## src/rtl/pll_div_pkg.sv

```systemverilog
package pll_div_pkg;

    typedef enum logic [1:0] {
        PER_OK   = 2'd0,
        PER_FAST = 2'd1,
        PER_SLOW = 2'd2
    } per_class_e;

    typedef struct packed {
        logic up;
        logic dn;
    } pump_t;

    typedef struct packed {
        logic lo;
        logic hi;
    } vco_force_t;

    // Sort one comparison period by its feedback pulse count
    function automatic per_class_e classify(input logic [1:0] n);
        if (n == 2'd0)      return PER_SLOW;
        else if (n == 2'd1) return PER_OK;
        else                return PER_FAST;
    endfunction

    // Active-low requests; a conflicting pair cancels out
    function automatic vco_force_t decode_force(input logic lo_n, input logic hi_n);
        vco_force_t f;
        f.lo = ~lo_n & hi_n;
        f.hi = ~hi_n & lo_n;
        return f;
    endfunction

endpackage

```

## src/rtl/pll_tick_div.sv

```systemverilog
module pll_tick_div #(
    parameter int W = 8
) (
    input  logic         clk,
    input  logic         rst,
    input  logic         hold,
    input  logic         tick,
    input  logic [W-1:0] ratio,
    output logic         pulse
);
    logic [W-1:0] cnt;
    logic [W-1:0] last;

    assign last = (ratio == '0) ? '0 : ratio - W'(1);

    always_ff @(posedge clk) begin
        if (rst || hold) begin
            cnt   <= '0;
            pulse <= 1'b0;
        end else if (tick) begin
            if (cnt >= last) begin
                cnt   <= '0;
                pulse <= 1'b1;
            end else begin
                cnt   <= cnt + W'(1);
                pulse <= 1'b0;
            end
        end else begin
            pulse <= 1'b0;
        end
    end


    div_pulse_from_tick_chk: assert property (@(posedge clk) disable iff (rst)
        pulse |-> $past(tick));


    div_hold_quiet_chk: assert property (@(posedge clk) disable iff (rst)
        hold |=> !pulse);

endmodule

```

## src/rtl/pll_pfd.sv

```systemverilog
module pll_pfd
    import pll_div_pkg::*;
(
    input  logic  clk,
    input  logic  rst,
    input  logic  hold,
    input  logic  ref_p,
    input  logic  fb_p,
    output pump_t q
);
    logic both;
    assign both = q.up & q.dn;

    always_ff @(posedge clk) begin
        if (rst || hold) begin
            q <= '0;
        end else begin
            q.up <= ~both & (q.up | ref_p);
            q.dn <= ~both & (q.dn | fb_p);
        end
    end


    pfd_no_stuck_both_chk: assert property (@(posedge clk) disable iff (rst)
        (q.up && q.dn) |=> !(q.up && q.dn));

endmodule

```

## src/rtl/pll_lock_mon.sv

```systemverilog
module pll_lock_mon
    import pll_div_pkg::*;
#(
    parameter int LOCK_WIN = 256
) (
    input  logic clk,
    input  logic rst,
    input  logic hold,
    input  logic ref_p,
    input  logic fb_p,
    output logic unlock_hi,
    output logic unlock_lo
);
    localparam int RW = $clog2(LOCK_WIN + 1);

    logic [1:0]    fb_seen;
    logic [1:0]    n_close;
    per_class_e    cur_cls;
    per_class_e    cls;
    logic [RW-1:0] run;
    logic [RW-1:0] run_next;

    always_comb begin
        n_close = (fb_seen >= 2'd2 || (fb_seen == 2'd1 && fb_p)) ? 2'd2
                                                                  : fb_seen + {1'b0, fb_p};
        cls = classify(n_close);
        if (cls == cur_cls)
            run_next = (run == RW'(LOCK_WIN)) ? run : run + RW'(1);
        else
            run_next = RW'(1);
    end

    always_ff @(posedge clk) begin
        if (rst || hold) begin
            fb_seen   <= '0;
            cur_cls   <= PER_OK;
            run       <= '0;
            unlock_hi <= 1'b0;
            unlock_lo <= 1'b0;
        end else if (ref_p) begin
            fb_seen <= '0;
            cur_cls <= cls;
            run     <= run_next;
            if (run_next == RW'(LOCK_WIN)) begin
                unlock_hi <= (cls == PER_FAST);
                unlock_lo <= (cls == PER_SLOW);
            end
        end else if (fb_p && fb_seen != 2'd3) begin
            fb_seen <= fb_seen + 2'd1;
        end
    end


    lock_flags_exclusive_chk: assert property (@(posedge clk) disable iff (rst)
        !(unlock_hi && unlock_lo));


    lock_flags_move_on_ref_chk: assert property (@(posedge clk) disable iff (rst)
        (!hold && !$past(hold) && !$past(ref_p)) |-> ($stable(unlock_hi) && $stable(unlock_lo)));

endmodule

```

## src/rtl/pll_divlock.sv

```systemverilog
module pll_divlock
    import pll_div_pkg::*;
#(
    parameter int FB_DIV   = 16128,
    parameter int IF_DIV   = 96,
    parameter int LOCK_WIN = 256,
    parameter int REF_W    = 8
) (
    input  logic             clk,
    input  logic             rst,
    input  logic             ref_tick,
    input  logic             vco_tick,
    input  logic [REF_W-1:0] ref_div_ratio,
    input  logic             samp_src_ref,
    input  logic             div_run,
    input  logic             ovr_lo_n,
    input  logic             ovr_hi_n,
    output logic             pump_up,
    output logic             pump_dn,
    output logic             pump_drive,
    output logic             force_vco_lo,
    output logic             force_vco_hi,
    output logic             unlock_hi,
    output logic             unlock_lo,
    output logic             samp_tick,
    output logic             if_lo_tick
);
    localparam int SAMP_DIV = 2 * IF_DIV;
    localparam int FB_W     = $clog2(FB_DIV + 1);
    localparam int IF_W     = $clog2(IF_DIV + 1);
    localparam int SAMP_W   = $clog2(SAMP_DIV + 1);

    logic       hold;
    logic       ref_p;
    logic       fb_p;
    logic       lo_samp_p;
    pump_t      pump;
    vco_force_t frc;

    assign hold = ~div_run;

    pll_tick_div #(.W(REF_W)) u_ref_div (
        .clk(clk), .rst(rst), .hold(hold), .tick(ref_tick),
        .ratio(ref_div_ratio), .pulse(ref_p));

    pll_tick_div #(.W(FB_W)) u_fb_div (
        .clk(clk), .rst(rst), .hold(hold), .tick(vco_tick),
        .ratio(FB_W'(FB_DIV)), .pulse(fb_p));

    pll_tick_div #(.W(IF_W)) u_if_div (
        .clk(clk), .rst(rst), .hold(hold), .tick(vco_tick),
        .ratio(IF_W'(IF_DIV)), .pulse(if_lo_tick));

    pll_tick_div #(.W(SAMP_W)) u_samp_div (
        .clk(clk), .rst(rst), .hold(hold), .tick(vco_tick),
        .ratio(SAMP_W'(SAMP_DIV)), .pulse(lo_samp_p));

    pll_pfd u_pfd (
        .clk(clk), .rst(rst), .hold(hold),
        .ref_p(ref_p), .fb_p(fb_p), .q(pump));

    pll_lock_mon #(.LOCK_WIN(LOCK_WIN)) u_lock (
        .clk(clk), .rst(rst), .hold(hold), .ref_p(ref_p), .fb_p(fb_p),
        .unlock_hi(unlock_hi), .unlock_lo(unlock_lo));

    assign pump_up = pump.up;
    assign pump_dn = pump.dn;

    always_ff @(posedge clk) begin
        if (rst) begin
            pump_drive <= 1'b0;
            frc        <= '0;
            samp_tick  <= 1'b0;
        end else begin
            pump_drive <= div_run;
            frc        <= decode_force(ovr_lo_n, ovr_hi_n);
            samp_tick  <= samp_src_ref ? ref_tick : lo_samp_p;
        end
    end

    assign force_vco_lo = frc.lo;
    assign force_vco_hi = frc.hi;


    force_conflict_cancel_chk: assert property (@(posedge clk) disable iff (rst)
        (!ovr_lo_n && !ovr_hi_n) |=> (!force_vco_lo && !force_vco_hi));


    hold_releases_pump_chk: assert property (@(posedge clk) disable iff (rst)
        !div_run |=> (!pump_drive && !if_lo_tick));


    samp_follows_ref_chk: assert property (@(posedge clk) disable iff (rst)
        samp_src_ref |=> (samp_tick == $past(ref_tick)));

endmodule

```

## config.mk

```make
export PLATFORM = sky130hd
export DESIGN_NAME = pll_divlock
export DESIGN_NICKNAME = d
export VERILOG_FILES = /design/src/rtl/pll_div_pkg.sv /design/src/rtl/pll_tick_div.sv /design/src/rtl/pll_pfd.sv /design/src/rtl/pll_lock_mon.sv /design/src/rtl/pll_divlock.sv
export SDC_FILE = /design/constraint.sdc
export NUM_CORES = 1
export LEC_CHECK = 0
export BUFFER_PORTS_ARGS = -buffer_cell sky130_fd_sc_hd__clkbuf_2
export CORE_MARGIN = 2
export CORE_UTILIZATION = 45
export CTS_CLUSTER_SIZE = 10
export DETAILED_ROUTE_END_ITERATION = 7
export GPL_TIMING_DRIVEN = 0
export PLACE_DENSITY_LB_ADDON = 0.05
export SLEW_MARGIN = 5
export SYNTH_ARGS = -nofsm -noshare
export SYNTH_HDL_FRONTEND = slang
export SYNTH_SLANG_ARGS = --single-unit
```

## constraint.sdc

```tcl
create_clock -name clk -period 6.04 [get_ports clk]
set_input_delay 1.208 -clock clk [delete_from_list [all_inputs] [get_ports clk]]
set_output_delay 1.208 -clock clk [all_outputs]
set_load 0.02 [all_outputs]
```

* After elaboration in Yosys (flattened, before gate mapping) *
Cells that the tools add are included.

storage, ports and cells
  flip-flop bits (word level) = 62
  logic and storage cells = 78

cells by class
  add/subtract/negate cells = 8
  magnitude comparators = 5
  equal/unequal tests = 8
  multiplexer cells = 15
  bitwise gates (word level) = 13
  reductions and logical operators = 10

operators by type and width
  operator               count
  $mux 8                 3
  $eq 9x9->1 const B     2
  $mux 9                 2
  $add 8x1->8 const B    2
  $add 14x1->14 const B  1
  $ge 14x14->1 const B   1
  $mux 14                1
  $add 9x1->9 const B    1
  $ge 8x8->1             1
  $ge 8x8->1 const B     1
  $logic_not 8->1        1
  $sub 8x1->8 const B    1
  $add 7x1->7 const B    1
  $ge 7x7->1 const B     1
  $mux 7                 1
  $eq 2x1->1 const B     3
  $mux 1                 6
  $not 1->1              6
  $reduce_or 2->1        3
  $and 1x1->1            5
  $mux 2                 2
  $add 2x1->2            1
  $add 2x1->2 const B    1
  $eq 2x2->1             1
  other kinds (8)        11

* Depth between registers and ports, before layout *
  depth after elaboration = 11
  gate-level depth with buffers = 12
  mapped depth without buffers = 12

* By module *
From an unflattened synthesis, not the netlist that was laid out.

second synthesis, totals
  cell total of the unflattened synthesis = 541
  area total of the unflattened synthesis = 4,894.7 um^2

by module, submodules not included
  module                         times used  cells each  area each (um^2)  seq. area each (um^2)
  pll_tick_div at u_ref_div ...  2           84          858.3             180.2
  pll_tick_div at u_fb_div       1           160         1,303.8           300.3
  pll_lock_mon                   1           121         1,014.7           300.3
  pll_tick_div at u_if_div       1           73          659.4             160.2
  pll_divlock                    1           12          123.9             80.1
  pll_pfd                        1           7           76.3              40.0

* Worst setup path after synthesis *
Ideal clock, no wire load.

  path type = in2reg
  start = input ref_div_ratio[0]
  end = register u_ref_div.pulse
  arrival time = 3.649 ns
  data required time = 5.924 ns
  setup slack = 2.275 ns
  cell stages on the path = 12
  path buffers = 0
  cells stage by stage = inv_1 ha_1 nor2b_1 nand3b_1 or3_1 and2_1 ha_1 nand2b_1 a21o_1 a211oi_2 o21ai_0 and3_1

between the ends
  longest elaborated chain between the ends = 4

ends and longest elaborated chain
  element                                                RTL line            text
  start: declaration                                     pll_divlock.sv:13   input logic [REF_W-1:0] ref_div_ratio,
  $sub 8x1->8 / $logic_not 8->1 (equally long branches)  pll_tick_div.sv:14  assign last = (ratio == '0) ? '0 : ratio - W'(1);
  $mux 8 *                                               pll_tick_div.sv:14
  $ge 8x8->1 *                                           pll_tick_div.sv:21  if (cnt >= last) begin
  $mux 1 *                                               pll_tick_div.sv:21
  end signal: assignment                                 pll_tick_div.sv:19  pulse <= 1'b0;
  end signal: assignment                                 pll_tick_div.sv:23  pulse <= 1'b1;
  end signal: assignment                                 pll_tick_div.sv:26  pulse <= 1'b0;
  end: declaration                                       pll_tick_div.sv:9   output logic pulse

Every way passes the cells marked *; elsewhere a longest branch is shown, timed or not.
A chain may end at the register's enable or synchronous reset.

* Worst setup path in the final report *
Ends and elaborated chain as after synthesis.

==> metrics.cfg <==
[grt]
grt_usage_pct = 18.71
grt_overflow_total = 0
grt_max_degree = 11
antenna_found_initial = 0
grt_pass1_vias = 2594
grt_pass1_wl_um = 11430

[critical_path]
timing.critical_path.fanout_max = 7
cp-start-kind = input pin
cp.required_ns = 6.27
startpoint = ref_div_ratio[0]
end_kind = flip-flop
r2r_end = u_lock.run[3]
worstPathArrival_ns = 4.17
reg2reg_setup_slack_ns = 3.63
crit_top_cell = ha_1
slowest_stage = a211oi_2
worst-setup-path-type = input pin to flip-flop
setup.worst_path.end = u_ref_div.pulse
r2r_start = u_lock.fb_seen[0]
r2r_cells = 7
cp_slowest_stage_delay_ns = 0.45
crit_chain = clkbuf_2 > inv_1 > ha_1 > nor2b_1 > nand3b_1 > or3_1 > and2_1 > ha_1 > nand2b_1 > a21o_1 > a211oi_2 > o21ai_0 > and3_1

[sta]
finalSetupTns_ns = 0
slew_headroom_pct = 55.17
skew_ns = 0.006087
fmax_mhz = 253.6
rsz0062_at_grt = no
max_slew.worst_pin.slew_ns = 0.6555
setup_viol = 0
slew_violations = 0
period_share_pct = 65.28
hold_viol_final = 0
min_period_ns = 3.943

[floorplanning]
die_w_um = 88.75
ioPinCount = 25
die_y_um = 88.75
initial_core_util_pct = 47.05
rows = 30
coreArea_um2 = 6869
die_area_um2 = 7876

[synth]
synth_top_area_share_pct = 38.40
synth_edf_count = 0
syn_nets = 411
ys_warn_count = 0
synthArstFlopShare_pct = 0
synth_ff_type = dfxtp_1
synth_cell_types = 52
ys_seq_area_share_pct = 38.40
synthCells = 376
avgSynthCellArea_um2 = 8.595
ys_seq_elements = 62
synth_area_leader_cell = dfxtp_1
netlist_area_um2 = 3232
synthTopCellsByArea = dfxtp_1 38%, ha_1 7.4%, nor2_1 5.9%

[placement]
dp_cells = 495
place_congestion = 0.8083
dp_hpwl_um = 4624
port_buffers = 23

[cts]
clk_pin_slew_ns = 0.07
cts-hold-fix-buffers = 0
cts_repair_resize_count = 0
postCtsSetupRepairBufs = 0
clock_sinks = 62
root_buffer = clkbuf_8
clk_path_buf_depth = 2
h-tree-depth = 3
cts_buffers = 9
clkLatencyLatePin_ns = 0.34
cts_tree = yes

[pwr]
switchingPower_w = 0.0001827
peakVddDrop_uv = 131.2
power.share.switching_pct = 21.20
pwr-share-seq_pct = 48.0
combPwrFrac_pct = 4.8
p_int_w = 0.0006791
p_per_area_nw_per_um2 = 233.7
p_clk_share_pct = 47.2
leakage_nw = 1.380

[cells_and_area]
nNetsFinal = 445
final_common_cell = dfxtp_1
final_cell_count_no_fill = 510
drive_gt1_share_pct = 11.11
most-common-layout-cells = 62 x dfxtp_1, 51 x nor2_1, 27 x nand2_1
antenna_cells_inserted = 0
syn_to_final_growth_pct = 14.13

[drt]
dr.pass1.iters = 4
drc_errors = 0
ant_nets = 0
finalWirelength_um = 6541
wl_per_cell_um = 12.83
vias_per_cell = 5.363
drt_iter0_markers = 79
vias = 2735

[worst_hold_path]
hold_class = flip-flop to flip-flop

[run]
max-cap-violations = 0

[status]
status = complete, no violations

[power groups by stage]
stage                     clock (W)  combinational [W]  sequential, W
after floorplan                   0          0.0000256       0.000424
after global placement            0          0.0000411       0.000423
after detailed placement          0          0.0000421       0.000423
after CTS                  0.000420          0.0000422       0.000414
after global routing       0.000439          0.0000472       0.000414
final                      0.000407          0.0000412       0.000414
[synth_stat cells, types with 4 or more instances]
cell type / n
nand4_1: 12
o21ai_0: 14
a21oi_1: 22
inv_1: 12
dfxtp_1: 62
xor2_1: 17
nand3_1: 11
nor3_1: 6
nand3b_1: 5
a211oi_1: 5
nor2_1: 51
and4_1: 4
nor2b_1: 5
and3_1: 5
clkbuf_1: 12
nor3b_1: 7
mux2i_1: 5
a21o_1: 4
o2111ai_1: 4
or3_1: 5
a31oi_1: 6
xnor2_1: 13
ha_1: 19
nand2b_1: 7
nand2_1: 27
[area by class of cell]
type | instances | area, µm²
inverters | 13 | 48.80
flip-flops and latches | 62 | 1241
multi-input cells | 288 | 1886
clock buffers | 11 | 151.4
plain buffers | 13 | 56.30
clock inverters | 4 | 70.07
fillers | 662 | 3181
well taps | 96 | 120.1
repair buffers | 23 | 115.1
[per-stage QoR]
stage	worst slack, ns	utilization, %	instance area [µm²]	total power [W]	hold slack [ns]
2_1_floorplan	2.275	-	3232	0.0004499	0.4305
3_3_place_gp	1.802	50.47	3467	0.0004644	0.4449
3_5_place_dp	1.765	50.47	3467	0.0004653	0.4539
4_1_cts	2.129	53.70	3689	0.0008757	0.4703
5_1_grt	1.896	53.70	3689	0.0009004	0.4798
6_report	2.097	53.70	3689	0.0008618	0.4713
[registers in the layout, summed over array words and instances (netlist names)]
signal and flops:
u_fb_div.cnt 14, u_lock.run 9, u_ref_div.cnt 8, u_samp_div.cnt 8, u_if_div.cnt 7, u_lock.cur_cls 2, u_lock.fb_seen 2, u_pfd.q 2
force_vco_hi 1, force_vco_lo 1, pump_drive 1, samp_tick 1, u_fb_div.pulse 1, u_if_div.pulse 1, u_lock.unlock_hi 1, u_lock.unlock_lo 1
u_ref_div.pulse 1, u_samp_div.pulse 1
[routing by layer]
metal  up-vias  global-route usage, %  part of all wire [%]
li1       1412                      -                     -
met5         -                      0                     0
met2        59                  28.63                    44
met3        14                  5.597                   4.0
met4         0                  9.504                   2.5
met1      1250                  23.84                    49
[kinds of logic (layout without fill, tap and decap cells)]
kind of cell	after synthesis	in the layout	synth area share, %
and+or+nand+nor	152	152	23.96
AOI/OAI and AO/OA	81	81	17.00
DFF	62	62	38.40
xor gates and xnor gates	30	30	8.130
buffers and inverters	26	64	3.252
adders and majority gates	19	19	7.356
muxes	6	6	1.897
[worst min-delay path by stage]
stage	slack, ns	endpoint	startpoint	depth (start not counted)
final	0.47	u_if_div.cnt[6]	u_if_div.cnt[6]	2
after CTS	0.47	u_if_div.cnt[6]	u_if_div.cnt[6]	2
after floorplan	0.43	u_if_div.cnt[6]	u_if_div.cnt[6]	2
after detailed placement	0.45	u_if_div.cnt[6]	u_if_div.cnt[6]	2
after global routing	0.48	u_if_div.cnt[6]	u_if_div.cnt[6]	2
after global placement	0.44	u_if_div.cnt[6]	u_if_div.cnt[6]	2
[worst max-delay path: cells and delay by family]
kind                       cells  cell delay, ns
AOI/OAI and AO/OA              3            0.96
adders and majority gates      2            0.41
buffers and inverters          2            0.15
and+or+nand+nor                6            1.45
(Power assumes the default switching activity.)
